[src/rtl/snand_seq_pkg.sv]
package snand_seq_pkg;

  localparam logic [7:0] OPC_WR_EN    = 8'h06;
  localparam logic [7:0] OPC_WR_DIS   = 8'h04;
  localparam logic [7:0] OPC_BLK_ERS  = 8'hD8;
  localparam logic [7:0] OPC_LOAD     = 8'h02;
  localparam logic [7:0] OPC_EXEC     = 8'h10;
  localparam logic [7:0] OPC_GET_FEAT = 8'h0F;
  localparam logic [7:0] FEAT_STATUS  = 8'hC0;

  typedef enum logic [2:0] {
    FK_WREN,
    FK_ERASE,
    FK_LOAD,
    FK_EXEC,
    FK_POLL,
    FK_WRDI
  } frameKindE;

  typedef enum logic [1:0] {
    RES_OK      = 2'd0,
    RES_DEVFAIL = 2'd1,
    RES_TIMEOUT = 2'd2,
    RES_BADBLK  = 2'd3
  } resultE;

  typedef struct packed {
    logic      latchReq;
    logic      frameGo;
    frameKindE frameKind;
    logic      pollClr;
  } ctrlStrobesT;

endpackage

[src/rtl/snand_seq_dp.sv]
module snand_seq_dp
  import snand_seq_pkg::*;
#(
  parameter int ROW_W     = 16,
  parameter int COL_W     = 12,
  parameter int LEN_W     = 12,
  parameter int PAGE_BITS = 6,
  parameter int MAX_POLLS = 100,
  parameter int GAP_CLKS  = 2
) (
  input  logic                       clk,
  input  logic                       rstN,
  input  ctrlStrobesT                strobes,
  input  logic                       reqProgram,
  input  logic [ROW_W-1:0]           reqRow,
  input  logic [COL_W-1:0]           reqCol,
  input  logic [LEN_W-1:0]           reqLen,
  input  logic [7:0]                 dataByte,
  output logic                       dataTake,
  output logic [ROW_W-PAGE_BITS-1:0] bbBlock,
  output logic                       spiCs,
  output logic                       spiReq,
  output logic [7:0]                 spiTxByte,
  input  logic                       spiAck,
  input  logic [7:0]                 spiRxByte,
  output logic                       frameDone,
  output logic                       opIsProg,
  output logic                       stBusy,
  output logic                       stEraseFail,
  output logic                       stProgFail,
  output logic                       pollLimit
);

  localparam int IDX_W = LEN_W + 2;
  localparam int GC_W  = $clog2(GAP_CLKS + 1);
  localparam int PC_W  = $clog2(MAX_POLLS + 1);

  typedef enum logic [1:0] {E_IDLE, E_SEND, E_GAP} engE;

  engE             eng;
  frameKindE       curKind;
  logic [IDX_W-1:0] byteIdx;
  logic [IDX_W-1:0] lastIdx;
  logic [GC_W-1:0]  gapCnt;
  logic [PC_W-1:0]  pollCnt;
  logic             atLast;
  logic             ackInFrame;

  logic [ROW_W-1:0] rowReg;
  logic [COL_W-1:0] colReg;
  logic [LEN_W-1:0] lenReg;
  logic [ROW_W-1:0] rowEff;
  logic [23:0]      row24;
  logic [15:0]      col16;
  logic [2:0]       statBits;
  logic             unusedStatusBits;

  assign unusedStatusBits = ^{spiRxByte[7:4], spiRxByte[1]};

  // request capture
  always_ff @(posedge clk) begin
    if (!rstN) begin
      rowReg   <= '0;
      colReg   <= '0;
      lenReg   <= '0;
      opIsProg <= 1'b0;
    end else if (strobes.latchReq) begin
      rowReg   <= reqRow;
      colReg   <= reqCol;
      lenReg   <= reqLen;
      opIsProg <= reqProgram;
    end
  end

  assign bbBlock = rowReg[ROW_W-1:PAGE_BITS];
  assign rowEff  = opIsProg ? rowReg : {rowReg[ROW_W-1:PAGE_BITS], {PAGE_BITS{1'b0}}};
  assign row24   = 24'(rowEff);
  assign col16   = 16'(colReg);

  // last byte index of the current frame
  always_comb begin
    case (curKind)
      FK_ERASE, FK_EXEC: lastIdx = IDX_W'(3);
      FK_POLL:           lastIdx = IDX_W'(2);
      FK_LOAD:           lastIdx = IDX_W'(lenReg) + IDX_W'(2);
      default:           lastIdx = '0;
    endcase
  end

  assign atLast     = (byteIdx == lastIdx);
  assign ackInFrame = spiAck && (eng == E_SEND);

  // transmit byte selection
  always_comb begin
    spiTxByte = 8'h00;
    case (curKind)
      FK_WREN:  spiTxByte = OPC_WR_EN;
      FK_WRDI:  spiTxByte = OPC_WR_DIS;
      FK_ERASE, FK_EXEC: begin
        case (byteIdx)
          IDX_W'(0): spiTxByte = (curKind == FK_ERASE) ? OPC_BLK_ERS : OPC_EXEC;
          IDX_W'(1): spiTxByte = row24[23:16];
          IDX_W'(2): spiTxByte = row24[15:8];
          default:   spiTxByte = row24[7:0];
        endcase
      end
      FK_POLL: begin
        case (byteIdx)
          IDX_W'(0): spiTxByte = OPC_GET_FEAT;
          IDX_W'(1): spiTxByte = FEAT_STATUS;
          default:   spiTxByte = 8'h00;
        endcase
      end
      FK_LOAD: begin
        case (byteIdx)
          IDX_W'(0): spiTxByte = OPC_LOAD;
          IDX_W'(1): spiTxByte = col16[15:8];
          IDX_W'(2): spiTxByte = col16[7:0];
          default:   spiTxByte = dataByte;
        endcase
      end
      default: spiTxByte = 8'h00;
    endcase
  end

  assign spiCs    = (eng == E_SEND);
  assign spiReq   = (eng == E_SEND);
  assign dataTake = ackInFrame && (curKind == FK_LOAD) && (byteIdx > IDX_W'(2));

  // frame engine
  always_ff @(posedge clk) begin
    if (!rstN) begin
      eng       <= E_IDLE;
      curKind   <= FK_WREN;
      byteIdx   <= '0;
      gapCnt    <= '0;
      frameDone <= 1'b0;
    end else begin
      frameDone <= 1'b0;
      case (eng)
        E_IDLE: begin
          if (strobes.frameGo) begin
            curKind <= strobes.frameKind;
            byteIdx <= '0;
            eng     <= E_SEND;
          end
        end
        E_SEND: begin
          if (spiAck) begin
            if (atLast) begin
              eng    <= E_GAP;
              gapCnt <= '0;
            end else begin
              byteIdx <= byteIdx + IDX_W'(1);
            end
          end
        end
        E_GAP: begin
          if (gapCnt == GC_W'(GAP_CLKS - 1)) begin
            eng       <= E_IDLE;
            frameDone <= 1'b1;
          end else begin
            gapCnt <= gapCnt + GC_W'(1);
          end
        end
        default: eng <= E_IDLE;
      endcase
    end
  end

  // status capture and poll counting
  always_ff @(posedge clk) begin
    if (!rstN) begin
      statBits <= '0;
      pollCnt  <= '0;
    end else if (strobes.pollClr) begin
      pollCnt <= '0;
    end else if (ackInFrame && (curKind == FK_POLL) && atLast) begin
      statBits <= {spiRxByte[3], spiRxByte[2], spiRxByte[0]};
      pollCnt  <= pollCnt + PC_W'(1);
    end
  end

  assign stBusy      = statBits[0];
  assign stEraseFail = statBits[1];
  assign stProgFail  = statBits[2];
  assign pollLimit   = (pollCnt >= PC_W'(MAX_POLLS));

  // deselect-time observer for the gap property
  logic [GC_W-1:0] lowCnt;
  always_ff @(posedge clk) begin
    if (!rstN) lowCnt <= GC_W'(GAP_CLKS);
    else if (spiCs) lowCnt <= '0;
    else if (lowCnt != GC_W'(GAP_CLKS)) lowCnt <= lowCnt + GC_W'(1);
  end

  a_r10_cs_gap: assert property (@(posedge clk) disable iff (!rstN)
    $rose(spiCs) |-> (lowCnt >= GC_W'(GAP_CLKS)));

  a_r12_tx_stable: assert property (@(posedge clk) disable iff (!rstN)
    (spiReq && !spiAck) |=> (spiReq && $stable(spiTxByte)));

  a_r5_poll_bound: assert property (@(posedge clk) disable iff (!rstN)
    pollCnt <= PC_W'(MAX_POLLS));

  a_r12_take_in_frame: assert property (@(posedge clk) disable iff (!rstN)
    dataTake |-> (spiCs && spiAck));

endmodule

[src/rtl/snand_seq_ctrl.sv]
module snand_seq_ctrl
  import snand_seq_pkg::*;
(
  input  logic        clk,
  input  logic        rstN,
  input  logic        reqValid,
  output logic        reqReady,
  input  logic        bbBad,
  input  logic        frameDone,
  input  logic        opIsProg,
  input  logic        stBusy,
  input  logic        stEraseFail,
  input  logic        stProgFail,
  input  logic        pollLimit,
  output ctrlStrobesT strobes,
  output logic        doneP,
  output logic [1:0]  doneResult
);

  typedef enum logic [2:0] {
    S_IDLE, S_CHK, S_WREN, S_CMD, S_EXEC, S_POLL, S_WRDI, S_DONE
  } stateE;

  stateE  state, stateNext;
  resultE resReg, resNext;
  logic   badSeen;
  logic   failBit;

  assign failBit = opIsProg ? stProgFail : stEraseFail;

  always_comb begin
    stateNext         = state;
    resNext           = resReg;
    strobes           = '0;
    strobes.frameKind = FK_WREN;
    case (state)
      S_IDLE: begin
        if (reqValid) begin
          strobes.latchReq = 1'b1;
          stateNext        = S_CHK;
        end
      end
      S_CHK: begin
        strobes.frameGo = 1'b1;
        if (bbBad) begin
          strobes.frameKind = FK_WRDI;
          resNext           = RES_BADBLK;
          stateNext         = S_WRDI;
        end else begin
          strobes.frameKind = FK_WREN;
          stateNext         = S_WREN;
        end
      end
      S_WREN: begin
        if (frameDone) begin
          strobes.frameGo   = 1'b1;
          strobes.frameKind = opIsProg ? FK_LOAD : FK_ERASE;
          stateNext         = S_CMD;
        end
      end
      S_CMD: begin
        if (frameDone) begin
          strobes.frameGo = 1'b1;
          if (opIsProg) begin
            strobes.frameKind = FK_EXEC;
            stateNext         = S_EXEC;
          end else begin
            strobes.pollClr   = 1'b1;
            strobes.frameKind = FK_POLL;
            stateNext         = S_POLL;
          end
        end
      end
      S_EXEC: begin
        if (frameDone) begin
          strobes.frameGo   = 1'b1;
          strobes.pollClr   = 1'b1;
          strobes.frameKind = FK_POLL;
          stateNext         = S_POLL;
        end
      end
      S_POLL: begin
        if (frameDone) begin
          if (stBusy) begin
            strobes.frameGo = 1'b1;
            if (pollLimit) begin
              strobes.frameKind = FK_WRDI;
              resNext           = RES_TIMEOUT;
              stateNext         = S_WRDI;
            end else begin
              strobes.frameKind = FK_POLL;
            end
          end else if (failBit) begin
            strobes.frameGo   = 1'b1;
            strobes.frameKind = FK_WRDI;
            resNext           = RES_DEVFAIL;
            stateNext         = S_WRDI;
          end else begin
            resNext   = RES_OK;
            stateNext = S_DONE;
          end
        end
      end
      S_WRDI: begin
        if (frameDone) stateNext = S_DONE;
      end
      S_DONE: stateNext = S_IDLE;
      default: stateNext = S_IDLE;
    endcase
  end

  always_ff @(posedge clk) begin
    if (!rstN) begin
      state   <= S_IDLE;
      resReg  <= RES_OK;
      badSeen <= 1'b0;
    end else begin
      state  <= stateNext;
      resReg <= resNext;
      if (state == S_IDLE) badSeen <= 1'b0;
      else if (state == S_CHK && bbBad) badSeen <= 1'b1;
    end
  end

  assign reqReady   = (state == S_IDLE);
  assign doneP      = (state == S_DONE);
  assign doneResult = resReg;

  a_r11_done_pulse: assert property (@(posedge clk) disable iff (!rstN)
    doneP |=> !doneP);

  a_r8_bad_only_wrdi: assert property (@(posedge clk) disable iff (!rstN)
    (badSeen && strobes.frameGo) |-> (strobes.frameKind == FK_WRDI));

  a_r8_bad_result: assert property (@(posedge clk) disable iff (!rstN)
    (badSeen && doneP) |-> (doneResult == RES_BADBLK));

  a_r11_no_accept_busy: assert property (@(posedge clk) disable iff (!rstN)
    (!reqReady) |-> !strobes.latchReq);

endmodule

[src/rtl/snand_op_seq.sv]
module snand_op_seq
  import snand_seq_pkg::*;
#(
  parameter int ROW_W     = 16,
  parameter int COL_W     = 12,
  parameter int LEN_W     = 12,
  parameter int PAGE_BITS = 6,
  parameter int MAX_POLLS = 100,
  parameter int GAP_CLKS  = 2
) (
  input  logic                       clk,
  input  logic                       rstN,
  input  logic                       reqValid,
  output logic                       reqReady,
  input  logic                       reqProgram,
  input  logic [ROW_W-1:0]           reqRow,
  input  logic [COL_W-1:0]           reqCol,
  input  logic [LEN_W-1:0]           reqLen,
  input  logic [7:0]                 dataByte,
  output logic                       dataTake,
  output logic [ROW_W-PAGE_BITS-1:0] bbBlock,
  input  logic                       bbBad,
  output logic                       spiCs,
  output logic                       spiReq,
  output logic [7:0]                 spiTxByte,
  input  logic                       spiAck,
  input  logic [7:0]                 spiRxByte,
  output logic                       doneP,
  output logic [1:0]                 doneResult
);

  ctrlStrobesT strobes;
  logic frameDone, opIsProg, stBusy, stEraseFail, stProgFail, pollLimit;

  snand_seq_ctrl u_ctrl (
    .clk        (clk),
    .rstN       (rstN),
    .reqValid   (reqValid),
    .reqReady   (reqReady),
    .bbBad      (bbBad),
    .frameDone  (frameDone),
    .opIsProg   (opIsProg),
    .stBusy     (stBusy),
    .stEraseFail(stEraseFail),
    .stProgFail (stProgFail),
    .pollLimit  (pollLimit),
    .strobes    (strobes),
    .doneP      (doneP),
    .doneResult (doneResult)
  );

  snand_seq_dp #(
    .ROW_W    (ROW_W),
    .COL_W    (COL_W),
    .LEN_W    (LEN_W),
    .PAGE_BITS(PAGE_BITS),
    .MAX_POLLS(MAX_POLLS),
    .GAP_CLKS (GAP_CLKS)
  ) u_dp (
    .clk        (clk),
    .rstN       (rstN),
    .strobes    (strobes),
    .reqProgram (reqProgram),
    .reqRow     (reqRow),
    .reqCol     (reqCol),
    .reqLen     (reqLen),
    .dataByte   (dataByte),
    .dataTake   (dataTake),
    .bbBlock    (bbBlock),
    .spiCs      (spiCs),
    .spiReq     (spiReq),
    .spiTxByte  (spiTxByte),
    .spiAck     (spiAck),
    .spiRxByte  (spiRxByte),
    .frameDone  (frameDone),
    .opIsProg   (opIsProg),
    .stBusy     (stBusy),
    .stEraseFail(stEraseFail),
    .stProgFail (stProgFail),
    .pollLimit  (pollLimit)
  );

  a_r11_idle_quiet: assert property (@(posedge clk) disable iff (!rstN)
    reqReady |-> (!spiCs && !spiReq));

  a_r10_req_in_cs: assert property (@(posedge clk) disable iff (!rstN)
    spiReq |-> spiCs);

endmodule

[config.mk]
export PLATFORM = sky130hd
export DESIGN_NAME = snand_op_seq
export DESIGN_NICKNAME = d
export VERILOG_FILES = /design/src/rtl/snand_seq_pkg.sv /design/src/rtl/snand_seq_dp.sv /design/src/rtl/snand_seq_ctrl.sv /design/src/rtl/snand_op_seq.sv
export SDC_FILE = /design/constraint.sdc
export NUM_CORES = 1
export LEC_CHECK = 0
export ABC_AREA = 1
export BUFFER_PORTS_ARGS = -buffer_cell sky130_fd_sc_hd__buf_2
export CAP_MARGIN = 20
export CELL_PAD_IN_SITES_DETAIL_PLACEMENT = 1
export CELL_PAD_IN_SITES_GLOBAL_PLACEMENT = 2
export CORE_AREA = 2 2 126 128
export CTS_CLUSTER_DIAMETER = 120
export CTS_CLUSTER_SIZE = 30
export DETAILED_ROUTE_END_ITERATION = 8
export DIE_AREA = 0 0 128 130
export MAX_ROUTING_LAYER = met4
export PLACE_DENSITY_LB_ADDON = 0.1
export SYNTH_ARGS = -nofsm -noshare
export SYNTH_HDL_FRONTEND = slang
export SYNTH_HIERARCHICAL = 1
export SYNTH_SLANG_ARGS = --single-unit
[constraint.sdc]
create_clock -name clk -period 3.1 [get_ports clk]
set_input_delay 0.31 -clock clk [delete_from_list [all_inputs] [get_ports clk]]
set_output_delay 0.31 -clock clk [all_outputs]
set_load 0.01 [all_outputs]
==> impl_metrics.csv <==
group,metric,value,unit
route,drt_drc_violations_left,0,
die,dieArea,0.0166,mm²
route,via_count,5103,
critical_path,rrSetupSlack,0.54,ns
logic_synthesis,postSynthCellCount,753,
run_status,run_status,"complete, no violations",
worst_hold_path,min_path_type,"in2reg",
cts,number_of_hold_repair_buffers_added_at_the_cts_stage,0,
placed_design,dp_hpwl,12000,µm
critical_path,cp_data_required_time,2.79,ns
finish,nNetsFinal,890,
critical_path,critical_path.endpoint_type,"primary output",
die,core_region_area,0.0154,mm²
global_route,grt_usage,20.6,%
logic_synthesis,ys_warn_count,6,
critical_path,crit_path_top_delay_cell,"sky130_fd_sc_hd__dfxtp_1",
timing,timing_max_transition_violations_final,0,
die,core.rowCount,46,
cts,root_buffer,"sky130_fd_sc_hd__clkbuf_16",
timing,finalClockSkew,0.00853,ns
logic_synthesis,post_synth_num_cell_types,39,
critical_path,critical_path_class,"reg2out",
logic_synthesis,ys_ff_latch,78,
logic_synthesis,synth_top_area_share,32.4,%
route,drt_pre_antenna_iters,4,
cts,postCtsResizedCells,1,
timing,finalSetupViolCount,0,
timing,whs,0.189,ns
critical_path,critical_path.startpoint_type,"flip-flop",
die,floorplan.die.width,128,µm
placed_design,post-place-cells,1001,
timing,relSlewSlack,53.8,%
logic_synthesis,synth_top_cell_by_area,"sky130_fd_sc_hd__dfxtp_1",
finish,stdcell_count,1015,
finish,final_layout_size_suffix_gt1_share,17.4,%
route,drt_iter0_markers,211,
global_route,antenna_found_initial,0,
finish,final_core_util,36.5,%
route,detail_route.wl_per_cell,15.5,µm
critical_path,cp-startpoint,"u_dp/byteIdx[1]",
placed_design,globalplace.congestion,0.818,
cts,post-cts-setup-buffer-count,0,
logic_synthesis,post_synth.cell_area_avg,6.40,µm²
die,floorplan.die.height,130,µm
pwr,power_total,5.73,mW
critical_path,critPathArrivalTime,2.44,ns
pwr,vdd_drop_max,374,µV
timing,final_hold_violations,0,
flow_run,timing.max_cap.violations,0,
logic_synthesis,synth_nets,823,
global_route,grt_max_degree,54,
critical_path,crit_path_cell_trace,"inv_1 > ha_1 > nand3_1 > inv_1 > nor2_4 > inv_1 > o21ai_0 > o221ai_1 > buf_2",
placed_design,numPortBuffers,81,
route,postRouteWirelength,15700,µm
timing,final_period_minus_worst_setup_slack,2.75,ns
pwr,leakage_power,2.53,nW
timing,finalSetupTns,0,ns
logic_synthesis,synth.area.top_cells,"sky130_fd_sc_hd__dfxtp_1 32%, sky130_fd_sc_hd__nand2_1 12%, sky130_fd_sc_hd__nor2_1 9.8%",
cts,worst_setup_hold_path_clk_slew,0.07,ns
timing,rsz0062_at_grt,"false",
cts,clock-sinks,78,
cts,numCtsBuffers,9,
global_route,grt_overflow,0,
critical_path,slowest_delay,0.43,ns
logic_synthesis,sequential_to_total_area_share_from_yosys_stat,32.4,%
cts,buffer_depth_of_the_longest_clock_path,2,
critical_path,cp_max_fo,14,
pwr,power_per_cell_area,1020,mW/mm²
critical_path,worstReg2RegStart,"u_dp/curKind[1]",
worst_hold_path,launch_instance_of_the_worst_min_delay_path,"reqLen[2]",
route,avgViaCountPerCell,5.03,
die,design.portCount,87,
cts,cts_tree,"done",
timing,worstMarginPinSlew,0.693,ns
global_route,grt_first_pass_wirelength,26500,µm
timing,max_clock_freq,0.364,GHz
timing,final_worst_path_period_share,88.7,%
die,start_util,31.3,%
route,ant_nets,0,
finish,antenna_cells,0,
logic_synthesis,syn_std_cell_area,0.00482,mm²
global_route,first_global_vias,5457,
cts,cts_h_tree_lvls,3,
finish,layout-area-overhead-vs-synth,16.7,%
cts,worstSkewPairLatency,0.35,ns
critical_path,crit_path_frequent_cell,"sky130_fd_sc_hd__inv_1",
==> logic make-up after synthesis <==
kind of cell	count (synthesis)	synth area share, %
AND/OR/NAND/NOR	415	38.9
AO/OA/AOI/OAI	125	14.0
buffers and inverters	119	11.1
flip-flops	78	32.4
XOR/XNOR	8	1.45
adder cells (fa/ha/maj)	8	2.08
==> worst max-delay path: cells and delay by family (launching register included) <==
family | cells | cell delay (ns)
buffers and inverters | 4 | 0.62
AND/OR/NAND/NOR | 2 | 0.44
AO/OA/AOI/OAI | 2 | 0.35
adder cells (fa/ha/maj) | 1 | 0.23
flip-flops | 1 | 0.43
==> synth_stat cells, drive strengths merged <==
cell type	instances
a21oi	45
a22oi	4
a311oi	1
a31oi	1
buf	21
clkbuf	21
clkinv	2
dfxtp	78
ha	8
inv	75
nand2	154
nand3	80
nand3b	3
nand4	29
nor2	137
nor3	7
nor4	2
o2111ai	1
o211ai	6
o21ai	61
o221ai	1
o22ai	2
o2bb2ai	1
o311a	1
o31ai	1
or2	3
xnor2	3
xor2	5
==> cells in the final DEF (no fill, tap or decap), types with 2 or more instances in the layout <==
cell type	n
sky130_fd_sc_hd__a21oi_1	45
sky130_fd_sc_hd__a22oi_1	4
sky130_fd_sc_hd__buf_2	81
sky130_fd_sc_hd__buf_4	17
sky130_fd_sc_hd__clkbuf_16	9
sky130_fd_sc_hd__clkinv_1	2
sky130_fd_sc_hd__clkinv_2	2
sky130_fd_sc_hd__clkinvlp_4	2
sky130_fd_sc_hd__dfxtp_1	78
sky130_fd_sc_hd__ha_1	8
sky130_fd_sc_hd__inv_1	71
sky130_fd_sc_hd__inv_2	4
sky130_fd_sc_hd__nand2_1	150
sky130_fd_sc_hd__nand2_2	3
sky130_fd_sc_hd__nand3_1	74
sky130_fd_sc_hd__nand3_2	4
sky130_fd_sc_hd__nand3_4	2
sky130_fd_sc_hd__nand3b_1	3
sky130_fd_sc_hd__nand4_1	29
sky130_fd_sc_hd__nor2_1	125
sky130_fd_sc_hd__nor2_2	8
sky130_fd_sc_hd__nor2_4	4
sky130_fd_sc_hd__nor3_1	6
sky130_fd_sc_hd__o211ai_1	6
sky130_fd_sc_hd__o21ai_0	60
sky130_fd_sc_hd__o22ai_1	2
sky130_fd_sc_hd__or2_2	3
sky130_fd_sc_hd__xnor2_1	3
sky130_fd_sc_hd__xor2_1	5
==> through the flow <==
step | instance area [µm²] | setup slack [ns]
global placement | 5350 | 0.318
detailed placement | 5350 | 0.182
CTS | 5620 | 0.102
global route | 5630 | 0.154
finish | 5630 | 0.350
floorplan | 4820 | 1.02
==> worst paths after layout <==
path,end,depth (start not counted)
setup / recovery,spiTxByte[6],9
hold / removal,u_dp/lenReg[2],3
setup reg to reg,u_dp/byteIdx[2],10
hold reg to reg,u_dp/gapCnt[1],2
==> report_power, final <==
group / switching (mW) / leakage [nW] / internal [mW]
clock network: 0.431 / 0.126 / 0.552
registers: 0.306 / 0.640 / 1.31
logic: 2.11 / 1.76 / 1.03
==> state kept, by name, indices dropped and copies added (netlist names), 3 cells and up <==
register       count
u_dp/curKind       3
u_dp/colReg       12
u_dp/rowReg       16
u_dp/statBits      3
u_dp/lenReg       12
u_ctrl/state       3
u_dp/pollCnt       7
u_dp/byteIdx      14
==> area by class of cell <==
| cell class | count | area, µm² |
|---|---|---|
| flip-flops and latches | 78 | 1560 |
| clock buffers | 10 | 239 |
| clock inverters | 4 | 25.0 |
| repair buffers | 98 | 533 |
| inverters | 77 | 289 |
| well taps | 192 | 240 |
| fillers | 2040 | 9800 |
| multi-input cells | 556 | 2740 |
==> per-layer routing <==
| metal | global-route usage [%] | vias up | wire [µm] | part of all wire [%] |
|---|---|---|---|---|
| li1 | - | 2607 | - | - |
| met1 | 24.6 | 2426 | 7250 | 46 |
| met2 | 36.3 | 62 | 7920 | 50 |
| met3 | 3.20 | 8 | 382 | 2.4 |
| met4 | 5.17 | 0 | 133 | 0.85 |
| met5 | - | - | 0 | 0 |
Note: power is estimated with default switching activity, not from simulation.
